## src/rtl/i2c_rcv_pkg.sv

```systemverilog
package i2c_rcv_pkg;
   typedef enum logic [3:0] {
      RS_IDLE,
      RS_PROBE,
      RS_PLO,
      RS_PHI,
      RS_SLO,
      RS_SSDA,
      RS_SHI,
      RS_SREL,
      RS_RLOW,
      RS_RWAIT
   } rcv_state_e;
endpackage

```

## src/rtl/i2c_rcv_sync.sv

```systemverilog
module i2c_rcv_sync #(
   parameter int STAGES = 2,
   parameter int LINES  = 2
) (
   input  logic             clk,
   input  logic             rst_n,
   input  logic [LINES-1:0] d_i,
   output logic [LINES-1:0] q_o
);
   if (STAGES < 2) begin : g_bad_stages
      $error("i2c_rcv_sync: STAGES must be at least 2");
   end

   for (genvar g = 0; g < LINES; g++) begin : g_line
      logic [STAGES-1:0] sh_q;
      always_ff @(posedge clk or negedge rst_n) begin
         if (!rst_n) sh_q <= '1;
         else        sh_q <= {sh_q[STAGES-2:0], d_i[g]};
      end
      assign q_o[g] = sh_q[STAGES-1];
   end
endmodule

```

## src/rtl/i2c_rcv_timer.sv

```systemverilog
module i2c_rcv_timer #(
   parameter int W = 8
) (
   input  logic         clk,
   input  logic         rst_n,
   input  logic         load_i,
   input  logic [W-1:0] val_i,
   input  logic         en_i,
   output logic         zero_o
);
   logic [W-1:0] cnt_q;

   always_ff @(posedge clk or negedge rst_n) begin
      if (!rst_n)                   cnt_q <= '0;
      else if (load_i)              cnt_q <= val_i;
      else if (en_i && cnt_q != '0) cnt_q <= cnt_q - 1'b1;
   end

   assign zero_o = (cnt_q == '0);
endmodule

```

## src/rtl/i2c_rcv_stuck.sv

```systemverilog
module i2c_rcv_stuck #(
   parameter int CYC    = 2000,
   parameter bit ENABLE = 1'b1
) (
   input  logic clk,
   input  logic rst_n,
   input  logic arm_i,
   input  logic sda_i,
   input  logic scl_i,
   output logic stuck_o
);
   localparam int CW = $clog2(CYC + 1);

   if (ENABLE) begin : g_det
      logic [CW-1:0] run_q;
      always_ff @(posedge clk or negedge rst_n) begin
         if (!rst_n)                          run_q <= '0;
         else if (!arm_i || sda_i || !scl_i)  run_q <= '0;
         else if (run_q != CW'(CYC))          run_q <= run_q + 1'b1;
      end
      assign stuck_o = arm_i && (run_q == CW'(CYC));
   end else begin : g_off
      assign stuck_o = 1'b0;
   end
endmodule

```

## src/rtl/i2c_bus_recover.sv

```systemverilog
module i2c_bus_recover
   import i2c_rcv_pkg::*;
#(
   parameter int HALF_CYC     = 1000,
   parameter int RST_LOW_CYC  = 3000,
   parameter int PWR_WAIT_CYC = 1000,
   parameter int STUCK_CYC    = 2000,
   parameter int MAX_PULSES   = 9,
   parameter int RETRY_W      = 2,
   parameter int SYNC_STAGES  = 2,
   parameter bit AUTO_DETECT  = 1'b1
) (
   input  logic               clk,
   input  logic               rst_n,
   input  logic               start_i,
   input  logic [RETRY_W-1:0] retries_i,
   input  logic               esc_en_i,
   input  logic               scl_i,
   input  logic               sda_i,
   output logic               scl_oe_o,
   output logic               sda_oe_o,
   output logic               slave_rst_n_o,
   output logic               busy_o,
   output logic               done_o,
   output logic               fail_o
);
   localparam int TMAX = (HALF_CYC > RST_LOW_CYC)
                       ? ((HALF_CYC > PWR_WAIT_CYC) ? HALF_CYC : PWR_WAIT_CYC)
                       : ((RST_LOW_CYC > PWR_WAIT_CYC) ? RST_LOW_CYC : PWR_WAIT_CYC);
   localparam int TW   = $clog2(TMAX + 1);
   localparam int PW   = $clog2(MAX_PULSES + 1);

   if (HALF_CYC < 4) begin : g_bad_half
      $error("i2c_bus_recover: HALF_CYC must cover the synchronizer delay");
   end
   if (MAX_PULSES < 1) begin : g_bad_pulses
      $error("i2c_bus_recover: MAX_PULSES must be positive");
   end
   if (RST_LOW_CYC < 1 || PWR_WAIT_CYC < 1) begin : g_bad_rst
      $error("i2c_bus_recover: reset timings must be positive");
   end

   logic scl_s, sda_s, stuck, tmr_zero, tmr_en, tmr_load;
   logic [TW-1:0] tmr_val;
   rcv_state_e state_q, state_d;
   logic [PW-1:0] pulse_q, pulse_d;
   logic [RETRY_W-1:0] att_q, att_d, retries_q;
   logic esc_q, done_q, done_d, fail_q, fail_d, att_fail, trig;
   logic scl_oe_q, sda_oe_q, srst_n_q;

   i2c_rcv_sync #(.STAGES(SYNC_STAGES), .LINES(2)) u_sync (
      .clk(clk), .rst_n(rst_n), .d_i({scl_i, sda_i}), .q_o({scl_s, sda_s})
   );

   i2c_rcv_stuck #(.CYC(STUCK_CYC), .ENABLE(AUTO_DETECT)) u_stuck (
      .clk(clk), .rst_n(rst_n), .arm_i(state_q == RS_IDLE && !fail_q),
      .sda_i(sda_s), .scl_i(scl_s), .stuck_o(stuck)
   );

   i2c_rcv_timer #(.W(TW)) u_tmr (
      .clk(clk), .rst_n(rst_n), .load_i(tmr_load), .val_i(tmr_val),
      .en_i(tmr_en), .zero_o(tmr_zero)
   );

   assign trig = start_i || stuck;

   always_comb begin
      state_d  = state_q;
      pulse_d  = pulse_q;
      att_d    = att_q;
      done_d   = done_q;
      fail_d   = fail_q;
      tmr_en   = 1'b1;
      att_fail = 1'b0;
      unique case (state_q)
         RS_IDLE: if (trig) begin
            state_d = RS_PROBE;
            pulse_d = '0;
            att_d   = '0;
            done_d  = 1'b0;
            fail_d  = 1'b0;
         end
         RS_PROBE: if (tmr_zero) state_d = sda_s ? RS_SLO : RS_PLO;
         RS_PLO:   if (tmr_zero) state_d = RS_PHI;
         RS_PHI: begin
            tmr_en = scl_s;
            if (tmr_zero) begin
               if (sda_s)                               state_d  = RS_SLO;
               else if (pulse_q == PW'(MAX_PULSES - 1)) att_fail = 1'b1;
               else begin
                  pulse_d = pulse_q + 1'b1;
                  state_d = RS_PLO;
               end
            end
         end
         RS_SLO:  if (tmr_zero) state_d = RS_SSDA;
         RS_SSDA: if (tmr_zero) state_d = RS_SHI;
         RS_SHI: begin
            tmr_en = scl_s;
            if (tmr_zero) state_d = RS_SREL;
         end
         RS_SREL: if (tmr_zero) begin
            if (sda_s) begin
               state_d = RS_IDLE;
               done_d  = 1'b1;
            end else begin
               att_fail = 1'b1;
            end
         end
         RS_RLOW:  if (tmr_zero) state_d = RS_RWAIT;
         RS_RWAIT: if (tmr_zero) begin
            state_d = RS_IDLE;
            done_d  = 1'b1;
         end
         default: state_d = RS_IDLE;
      endcase
      if (att_fail) begin
         if (att_q != retries_q) begin
            att_d   = att_q + 1'b1;
            pulse_d = '0;
            state_d = RS_PROBE;
         end else if (esc_q) begin
            state_d = RS_RLOW;
         end else begin
            state_d = RS_IDLE;
            fail_d  = 1'b1;
         end
      end
   end

   assign tmr_load = (state_d != state_q);
   always_comb begin
      unique case (state_d)
         RS_RLOW:  tmr_val = TW'(RST_LOW_CYC);
         RS_RWAIT: tmr_val = TW'(PWR_WAIT_CYC);
         default:  tmr_val = TW'(HALF_CYC);
      endcase
   end

   always_ff @(posedge clk or negedge rst_n) begin
      if (!rst_n) begin
         state_q   <= RS_IDLE;
         pulse_q   <= '0;
         att_q     <= '0;
         retries_q <= '0;
         esc_q     <= 1'b0;
         done_q    <= 1'b0;
         fail_q    <= 1'b0;
         scl_oe_q  <= 1'b0;
         sda_oe_q  <= 1'b0;
         srst_n_q  <= 1'b1;
      end else begin
         state_q  <= state_d;
         pulse_q  <= pulse_d;
         att_q    <= att_d;
         done_q   <= done_d;
         fail_q   <= fail_d;
         if (state_q == RS_IDLE && trig) begin
            retries_q <= retries_i;
            esc_q     <= esc_en_i;
         end
         scl_oe_q <= (state_d == RS_PLO) || (state_d == RS_SLO) || (state_d == RS_SSDA);
         sda_oe_q <= (state_d == RS_SSDA) || (state_d == RS_SHI);
         srst_n_q <= (state_d != RS_RLOW);
      end
   end

   assign scl_oe_o      = scl_oe_q;
   assign sda_oe_o      = sda_oe_q;
   assign slave_rst_n_o = srst_n_q;
   assign busy_o        = (state_q != RS_IDLE);
   assign done_o        = done_q;
   assign fail_o        = fail_q;
endmodule

```

## config.mk

```make
export PLATFORM = sky130hd
export DESIGN_NAME = i2c_bus_recover
export DESIGN_NICKNAME = d
export VERILOG_FILES = /design/src/rtl/i2c_rcv_pkg.sv /design/src/rtl/i2c_rcv_sync.sv /design/src/rtl/i2c_rcv_timer.sv /design/src/rtl/i2c_rcv_stuck.sv /design/src/rtl/i2c_bus_recover.sv
export SDC_FILE = /design/constraint.sdc
export NUM_CORES = 1
export LEC_CHECK = 0
export ABC_AREA = 1
export BUFFER_PORTS_ARGS = -buffer_cell sky130_fd_sc_hd__buf_2
export CAP_MARGIN = 20
export CELL_PAD_IN_SITES_DETAIL_PLACEMENT = 1
export CELL_PAD_IN_SITES_GLOBAL_PLACEMENT = 1
export CORE_MARGIN = 2
export CORE_UTILIZATION = 46
export CTS_CLUSTER_SIZE = 25
export DETAILED_ROUTE_END_ITERATION = 7
export GPL_ROUTABILITY_DRIVEN = 0
export GPL_TIMING_DRIVEN = 0
export PLACE_DENSITY = 0.81
export REMOVE_ABC_BUFFERS = 1
export SKIP_CTS_REPAIR_TIMING = 1
export SYNTH_ARGS = -nofsm -noshare
export SYNTH_HDL_FRONTEND = slang
export SYNTH_SLANG_ARGS = --single-unit
export TNS_END_PERCENT = 20
```

## constraint.sdc

```tcl
create_clock -name clk -period 2.45 [get_ports clk]
set_input_delay 0.3675 -clock clk [delete_from_list [all_inputs] [get_ports clk]]
set_output_delay 0.3675 -clock clk [all_outputs]
set_load 0.01 [all_outputs]
```

### Yosys cells after proc, flatten, opt, wreduce, memory -nomap -nowiden

Index checks and enable logic that the tools add are counted.

* register bits after elaboration: 45
* output and inout bits: 6

* add/sub/neg operators: 4
* eq/ne operators: 24
* mux-type cells: 51
* reduce and logical (&&, ||, !) cells: 22

Operators by type and width (count)
* $mux W4: 22
* $pmux W4 S10: 1
* $mux W12: 3
* $eq A4 B3 Y1 const B: 7
* $mux W11: 2
* $eq A4 B4 Y1 const B: 4
* $mux W1: 15
* $eq A4 B2 Y1 const B: 3
* $logic_not A12 Y1: 1
* $reduce_bool A12 Y1: 1
* $sub A12 B1 Y12 const B: 1
* $add A11 B1 Y11 const B: 1
* $eq A11 B11 Y1 const B: 1
* $ne A11 B11 Y1 const B: 1
* $mux W2: 4
* $pmux W4 S2: 1
* $logic_or A1 B1 Y1: 6
* $ne A2 B2 Y1 const B: 3
* $reduce_and A5 Y1: 1
* $add A4 B1 Y4 const B: 1
* $eq A4 B1 Y1 const B: 1
* $logic_and A1 B1 Y1: 4
* $logic_not A4 Y1: 1
* $ne A4 B4 Y1: 1
* other kinds (12): 15

### Depth between registers and ports, before layout

Gate-level depths: netlist of run 1.

* word-level depth: 10
* mapped depth: 19

### Hierarchy

A second synthesis of run 1 with hierarchy kept.

* cells, all modules: 420
* area total of the unflattened synthesis: 2990.4 um2

By module, submodules not included
* i2c_bus_recover: times used 1, cells each 187, area an instance 1267.5 um2
* i2c_rcv_timer: times used 1, cells each 130, area an instance 904.6 um2
* i2c_rcv_stuck: times used 1, cells each 97, area an instance 698.2 um2
* i2c_rcv_sync: times used 1, cells each 6, area an instance 120.1 um2

### Worst setup path before layout of run 1

OpenSTA, ideal clock, no wires.

* path type: reg2reg
* from: register u_tmr.cnt_q[0]
* to: register u_tmr.cnt_q[5]
* arrival: 1.884 ns
* data required time: 2.331 ns
* setup slack: 0.447 ns
* cell stages (with the launch flop): 16
* buffers on the path: 0
* cells stage by stage: dfrtp_1 inv_1 ha_1 inv_1 nor2_1 nand2_1 nor2_1 nand3_1 nand2_1 nand4_4 nand3_1 nand2_4 nor2_8 nand2_2 inv_2 nand2_1

* longest elaborated chain between the ends: 6

Ends and longest elaborated chain
* from (decl): RTL line i2c_rcv_timer.sv:11 `logic [W-1:0] cnt_q;`
* from (signal assigned): RTL line i2c_rcv_timer.sv:15 `else if (load_i) cnt_q <= val_i;`
* from (signal assigned): RTL line i2c_rcv_timer.sv:16 `else if (en_i && cnt_q != '0) cnt_q <= cnt_q - 1'b1;`
* $logic_not A12 Y1: RTL line i2c_rcv_timer.sv:19 `assign zero_o = (cnt_q == '0);`
* $mux W4, or another cell as far along: RTL line i2c_bus_recover.sv:111 `RS_RWAIT: if (tmr_zero) begin`
* $pmux W4 S10 / $pmux W1 S2 (equally long branches): RTL line i2c_bus_recover.sv:75 `unique case (state_q)`
* $mux W4: RTL line i2c_bus_recover.sv:117 `if (att_fail) begin`
* $ne A4 B4 Y1: RTL line i2c_bus_recover.sv:131 `assign tmr_load = (state_d != state_q);`
* $mux W12 / $reduce_bool A2 Y1 (equally long branches)

Parallel ways exist; a longest one is shown, timed or not. The select of a mux whose other input is x is not followed.
A chain may end at the register's enable or synchronous reset.

### Worst setup path in the final report of run 1

* from: register u_tmr.cnt_q[9]
* to: register u_tmr.cnt_q[4]

* longest elaborated chain between the ends: 7

Ends and longest elaborated chain
* $logic_not A12 Y1 *: RTL line i2c_rcv_timer.sv:19
* $mux W4, or another cell as far along: RTL line i2c_bus_recover.sv:111
* $pmux W4 S10 / $pmux W1 S2 (equally long branches): RTL line i2c_bus_recover.sv:75
* $mux W4 *: RTL line i2c_bus_recover.sv:117
* named net state_d[3]: RTL line i2c_bus_recover.sv:45 `rcv_state_e state_q, state_d;`
* $eq A4 B4 Y1: RTL line i2c_bus_recover.sv:133 `unique case (state_d)`
* $mux W12: RTL line i2c_bus_recover.sv:133
* $mux W12: RTL line i2c_rcv_timer.sv:15

Mark *: on every way through the listed nets, which the timed path passes. The rest lies on a longest branch.

==> metrics.md, run 1 <==
| Metric | Value |
|---|---|
| Status | `complete, but fails checks` |
| Violated checks | `negative hold slack` |
| Gate power share | `24.9%` |
| Crit-path max FO | `6` |
| Initial antenna violation count | `0` |
| Period utilization | `93.7%` |
| Core area | `0.00589 mm²` |
| Max-cap viol count | `0` |
| Cell count after synthesis | `351` |
| Setup crit end | `u_tmr.cnt_q[4]` |
| WL/cell | `14.8 µm` |
| Rel. slew slack | `67.3%` |
| Worst-margin pin slew | `0.490 ns` |
| Clk pwr share | `25.9%` |
| Post-route ant nets | `0` |
| Full die area | `0.00670 mm²` |
| Seq pwr share | `49.2%` |
| Final Instance Area | `0.00313 mm²` |
| 1st-iter DRT viols | `94` |
| Crit path from | `u_tmr.cnt_q[9]` |
| Flops & latches, synth | `45` |
| Area taken by flip-flops and latches | `0.00113 mm²` |
| Pleak | `1.55 nW` |
| Post-synthesis area per instance | `7.94 µm²` |
| Reg2Reg Setup Slack | `0.15 ns` |
| VDD IR max | `0.386 mV` |
| TNS Setup | `0 ns` |
| Cell-internal power | `0.00119 W` |
| Die Wd | `81.8 µm` |
| Syn. warnings | `0` |
| Net Sw Power | `0.000657 W` |
| # DRC | `0` |
| Crit path arrival time | `2.50 ns` |
| Initial Util | `47.3%` |
| Switching Share | `35.5%` |
| Final Util | `53.1%` |
| Gr usage total | `21.7%` |
| Detailed-placement wirelength estimate | `4950 µm` |
| Post-synth top area cell | `dfrtp_1` |
| ANT cells | `0` |
| Required time worst endpoint | `2.65 ns` |
| PortBufs | `13` |
| Worst-Skew Late Latency | `0.31 ns` |
| Drt first pass iters | `5` |
| Worst Setup Path Type | `register to register` |
| H-tree levels | `2` |
| CTS buffer count | `5` |
| Pwr Total | `0.00185 W` |
| CTS sink count | `45` |
| Multi-input logic area | `0.00148 mm²` |
| Die Span Y | `81.8 µm` |
| Largest net degree at the start of global routing | `46` |
| Placed Area | `0.00295 mm²` |
| PD cells | `592 mW/mm²` |
| Post-synth top area share | `35.9%` |
| Max Freq | `436 MHz` |
| R2R cell count | `13` |
| Reg2reg start | `u_tmr.cnt_q[9]` |
| CTS clk-pin slew, worst paths | `0.10 ns` |
| Top cells by area, synth | `dfrtp_1 36%, nand2_1 11%, inv_1 6.3%` |
| Crit path launch type | `register` |
| Nets@finish | `390` |
| Via count | `2338` |
| Fillers | `736` |
| Skew final | `0.0166 ns` |
| Layout cells sized above 1 | `21.5%` |
| Vias per Instance | `5.17` |
| Hold slack final | `-0.00258 ns` |
| Ports | `14` |
| FP Rows | `28` |
| CTS tree | `done` |
| Pins Over Slew Limit | `0` |
| Root Driver | `clkbuf_8` |
| Final setup fails | `0` |
| Distinct cell type count after synthesis | `37` |
| Cell Area, Synth | `0.00279 mm²` |
| Bufs on Longest Clock Path | `2` |
| Crit end category | `register` |
| Number of global-route vias before repair | `2405` |
| First-pass GRT wire length | `11200 µm` |
| Sequential element share of the synthesized area | `40.6%` |
| Final Hold Vio Count | `4` |
| Hold crit path type | `input pin to async pin` |
| Area Overhead vs Synth | `12.2%` |
| Period minus WS final | `2.30 ns` |
| Routed wire length | `6690 µm` |
| RR Endpoint | `u_tmr.cnt_q[4]` |
| Grt total ovfl | `0` |
[cells in the final DEF (no fill, tap or decap), types with 2 or more instances in the layout]
master and n:
inv_1 46, o211ai_1 2, nor3_1 7, nand3_1 26
buf_2 13, nand3_2 2, inv_2 12, nor2_4 9
nor2_8 3, dfrtp_1 40, nand2_1 80, nand2_4 6
buf_4 4, a211oi_1 2, clkinv_2 2, o311ai_0 2
o21ai_0 15, a21oi_1 15, nand4_4 2, xnor2_1 2
nand3_4 2, dfstp_2 5, nand4_1 2, clkbuf_8 5
nor2_1 33, nand2_2 7, nor3_2 2, ha_1 6
xor2_1 11
[state kept, by name, summed over array words and instances (netlist names)]
register and cells:
u_tmr.cnt_q 12, sda_oe_o 1, scl_oe_o 1, fail_o 1
pulse_q 4, esc_q 1, u_stuck.g_det.run_q 11, done_o 1
state_q 4, retries_q 2, att_q 2, u_sync.g_line.sh_q 4
slave_rst_n_o 1
[how the worst min path moves through the flow]
stage,cells after the start,startpoint,endpoint,slack [ns]
after floorplan,0,rst_n,att_q[0],0.07
after global routing,1,rst_n,u_stuck.g_det.run_q[4],0.03
final,1,rst_n,u_stuck.g_det.run_q[4],-0.003
after detailed placement,0,u_sync.g_line[1].sh_q[0],u_sync.g_line[1].sh_q[1],0.35
after global placement,0,u_sync.g_line[1].sh_q[0],u_sync.g_line[1].sh_q[1],0.35
after CTS,1,sda_i,u_sync.g_line[0].sh_q[0],0.15
[worst max-delay path, cell delays in order (launching register included)]
cell	delay, ns
dfrtp_1	0.44
inv_2	0.07
nand2_1	0.09
nor2_4	0.24
nand3_4	0.18
buf_4	0.18
o211ai_1	0.34
nand2_4	0.09
o21ai_2	0.17
nor2_4	0.08
nand3_4	0.11
inv_2	0.07
nand2_1	0.06
nand2_1	0.06
[synthesized netlist by cell type (all sizes together)]
master / number
or2: 1
a211oi: 2
nand3b: 1
nor2: 46
inv: 58
o311ai: 2
xor2: 11
a21oi: 15
o22ai: 1
a21o: 1
nand2: 93
ha: 6
o211ai: 2
o21ai: 17
nand4: 4
a31oi: 1
dfstp: 5
o31ai: 1
nor3: 9
nand3: 30
xnor2: 2
nor4: 1
nor3b: 1
dfrtp: 40
a31o: 1
[metrics by stage]
step,setup WS (ns),std cells
2_1_floorplan,0.447,351
3_3_place_gp,0.0695,439
6_report,0.155,452
5_1_grt,-0.0501,452
3_5_place_dp,-0.00588,439
4_1_cts,-0.0208,447
[logic make-up (layout without fill, tap and decap cells)]
family	count (synthesis)	after routing	share of synthesized area (%)
buffers and inverters	58	84	7.81
DFF	45	45	40.6
and+or+nand+nor	186	186	35.9
AOI/OAI and AO/OA	43	43	8.89
adders and majority gates	6	6	2.69
xor gates and xnor gates	13	13	4.09
[power by group through the flow]
stage / Combinational [W] / Sequential [W] / Clock [W]
after global routing: 0.000546 / 0.000925 / 0.000510
after global placement: 0.000422 / 0.000919 / 0
after CTS: 0.000442 / 0.000911 / 0.000478
final: 0.000460 / 0.000910 / 0.000479
after detailed placement: 0.000438 / 0.000925 / 0
after floorplan: 0.000333 / 0.000906 / 0
[area by class of cell]
cell class                      count  area share [%]
Tap cell                           75            3.00
Multi-Input combinational cell    248            47.4
Clock inverter                      3           0.560
Sequential cell                    45            36.2
Clock buffer                        5            2.20
Timing Repair Buffer               18            3.68
Inverter                           58            6.97
[per-layer routing]
layer / vias to the layer above / routed length [µm] / track usage, %
met5: - / 0 / 0
met2: 16 / 3300 / 38.2
li1: 1166 / - / -
met1: 1149 / 3200 / 27.7
met4: 0 / 74 / 4.83
met3: 7 / 123 / 4.07
Note: power is estimated with default switching activity, not from simulation.
==> inputs of run 2 (changes only) <==
PLACE_DENSITY = default   (was 0.81)
PLACE_DENSITY_LB_ADDON = 0.05   (was default)
==> run 2 against run 1 <==
- the flow now finishes without violations
- count of clock-buffer cells in the layout rose by 3
- worst setup slack improved by 0.048 ns
- critical path depth rose by 3
- first-iteration DRC count fell by 64%
- critical path type unchanged
- critical endpoint unchanged
- highest routed layer unchanged
==> metrics.md, run 2 (same netlist as run 1, synthesis figures left out) <==
| Metric | Value |
|---|---|
| Full die area | `0.00670 mm² (unchanged)` |
| Required time worst endpoint | `2.69 ns (was 2.65 ns)` |
| Most common cell after layout, fill and taps aside | `nand2_1 (unchanged)` |
| Initial antenna violation count | `0 (unchanged)` |
| Pins Over Slew Limit | `0 (unchanged)` |
| Largest registers | `u_tmr.cnt_q (12), u_stuck.g_det.run_q (11) (unchanged)` |
| Period utilization | `91.7% (was 93.7%)` |
| Final Hold Vio Count | `0 (was 4)` |
| Skew final | `0.00686 ns (was 0.0166 ns)` |
| WL/cell | `14.3 µm (was 14.8 µm)` |
| Root Driver | `clkbuf_8 (unchanged)` |
| Seq pwr share | `49.2% (about the same)` |
| Grt total ovfl | `0 (unchanged)` |
| Hold slack final | `0.0604 ns (was -0.00258 ns)` |
| H-tree levels | `2 (unchanged)` |
| Most frequent cells in the layout | `79 x nand2_1, 46 x inv_1, 40 x dfrtp_1 (was 80 x nand2_1, 46 x inv_1, 40 x dfrtp_1)` |
| Detailed-placement wirelength estimate | `4990 µm (was 4950 µm)` |
| Crit path launch type | `register (unchanged)` |
| Most Used Layer, Global Route | `met2 (unchanged)` |
| # DRC | `0 (unchanged)` |
| Gr usage total | `21.5% (was 21.7%)` |
| RSZ-0062 raised after global routing | `false` |
| CP bufs+invs | `2 (was 3)` |
| Period minus WS final | `2.25 ns (was 2.30 ns)` |
| Initial Util | `47.3% (unchanged)` |
| Max Freq | `445 MHz (was 436 MHz)` |
| Hold crit path type | `input pin to async pin (unchanged)` |
| Area Overhead vs Synth | `11.6% (was 12.2%)` |
| Fillers | `753 (was 736)` |
| Nets@finish | `387 (was 390)` |
| Number of global-route vias before repair | `2374 (was 2405)` |
| Largest register FFs | `12 (unchanged)` |
| Drt first pass iters | `4 (was 5)` |
| Crit path arrival time | `2.49 ns (was 2.50 ns)` |
| Die Span Y | `81.8 µm (unchanged)` |
| Critical-path top delay cell | `dfrtp_1 (unchanged)` |
| Core area | `0.00589 mm² (unchanged)` |
| Clk pwr share | `25.7% (was 25.9%)` |
| Max stage delay on crit path | `0.39 ns (was 0.44 ns)` |
| Largest Register | `u_tmr.cnt_q (unchanged)` |
| Ports | `14 (unchanged)` |
| CP top delay family | `simple AND/OR/NAND/NOR gates (unchanged)` |
| Met1 usage | `27.9% (was 27.7%)` |
| FP Rows | `28 (unchanged)` |
| Worst-Skew Late Latency | `0.30 ns (was 0.31 ns)` |
| Crit-path cells | `inv_1, ha_2, nand2_1, nor2_2, nand3_4, nor2_8, nand3_2, nand2_2, nand2_2, nand2_2, nand2_4, nor2_8, nand3_4, inv_2, nand2_1, nand2_1 (was inv_2, nand2_1, nor2_4, nand3_4, buf_4, o211ai_1, nand2_4, o21ai_2, nor2_4, nand3_4, inv_2, nand2_1, nand2_1)` |
| GRT met3 Usage | `3.30% (was 4.07%)` |
| Bufs on Longest Clock Path | `2 (unchanged)` |
| Final Instance Area | `0.00311 mm² (was 0.00313 mm²)` |
| CTS tree | `done (unchanged)` |
| Routed wire length | `6400 µm (was 6690 µm)` |
| PortBufs | `13 (unchanged)` |
| Worst Setup Path Type | `register to register (unchanged)` |
| VDD IR max | `0.333 mV (was 0.386 mV)` |
| Max-cap viol count | `0 (unchanged)` |
| CTS sink count | `45 (unchanged)` |
| CTS clk-pin slew, worst paths | `0.09 ns (was 0.10 ns)` |
| Via count | `2299 (was 2338)` |
| Pleak | `1.54 nW (was 1.55 nW)` |
| Cell-internal power | `0.00123 W (was 0.00119 W)` |
| Largest net degree at the start of global routing | `46 (unchanged)` |
| Post-route ant nets | `0 (unchanged)` |
| Die Wd | `81.8 µm (unchanged)` |
| Vias per Instance | `5.12 (was 5.17)` |
| Placed Area | `0.00295 mm² (unchanged)` |
| Worst-margin pin slew | `0.738 ns (was 0.490 ns)` |
| TNS Setup | `0 ns (unchanged)` |
| Crit-path max FO | `6 (unchanged)` |
| Gate power share | `25.0% (was 24.9%)` |
| CTS buffer count | `5 (unchanged)` |
| Final setup fails | `0 (unchanged)` |
| Pwr Total | `0.00185 W (about the same)` |
| 1st-iter DRT viols | `34 (was 94)` |
| Status | `complete, no violations (was complete, but fails checks)` |
| Layout cells sized above 1 | `20.6% (was 21.5%)` |
| PD cells | `595 mW/mm² (was 592 mW/mm²)` |
| Switching Share | `33.5% (was 35.5%)` |
| Crit end category | `register (unchanged)` |
| Net Sw Power | `0.000620 W (was 0.000657 W)` |
| M2 GR Usage | `37.1% (was 38.2%)` |
| ANT cells | `0 (unchanged)` |
| Rel. slew slack | `50.4% (was 67.3%)` |
| First-pass GRT wire length | `11100 µm (was 11200 µm)` |
run 2: worst paths after layout:
check                                      endpoint                      from  slack (ns)  depth (start not counted)
max in group asynchronous             slave_rst_n_o                     rst_n        1.79                          2
setup reg to reg                     u_tmr.cnt_q[4]            u_tmr.cnt_q[1]        0.20                         16
hold reg to reg            u_sync.g_line[1].sh_q[1]  u_sync.g_line[1].sh_q[0]        0.36                          0
setup / recovery                     u_tmr.cnt_q[4]            u_tmr.cnt_q[1]        0.20                         16
hold / removal               u_stuck.g_det.run_q[3]                     rst_n        0.06                          1
min in group clk           u_sync.g_line[1].sh_q[0]                     scl_i        0.17                          1
run 2: final cells by class:
| class | count | area (µm²) | share of cell area [%] |
|---|---|---|---|
| Sequential cell | 45 | 1130 | 36.4 |
| Clock buffer | 8 | 90.1 | 2.90 |
| Timing Repair Buffer | 15 | 100 | 3.22 |
| Tap cell | 75 | 93.8 | 3.02 |
| Multi-Input combinational cell | 248 | 1480 | 47.4 |
| Inverter | 58 | 218 | 7.00 |
run 2: power groups by stage:
stage / combinational, W / clock, W / sequential (W)
finish: 0.000463 / 0.000476 / 0.000911
global route: 0.000541 / 0.000523 / 0.000924
CTS: 0.000443 / 0.000499 / 0.000909
detailed placement: 0.000439 / 0 / 0.000923
global placement: 0.000423 / 0 / 0.000919
floorplan: 0.000333 / 0 / 0.000906
run 2: through the flow:
step | util [%] | setup WS [ns] | std cells
floorplan | - | 0.447 | 351
global route | 52.8 | 0.00253 | 449
CTS | 51.6 | -0.0308 | 447
detailed placement | 50.0 | -0.0176 | 439
finish | 52.8 | 0.203 | 449
global placement | 50.0 | 0.0602 | 439
run 2: metal layers:
layer,wire length (µm),share of wire [%]
met3,117,1.8
met5,0,0
met4,58,0.91
met1,3100,48
met2,3130,49
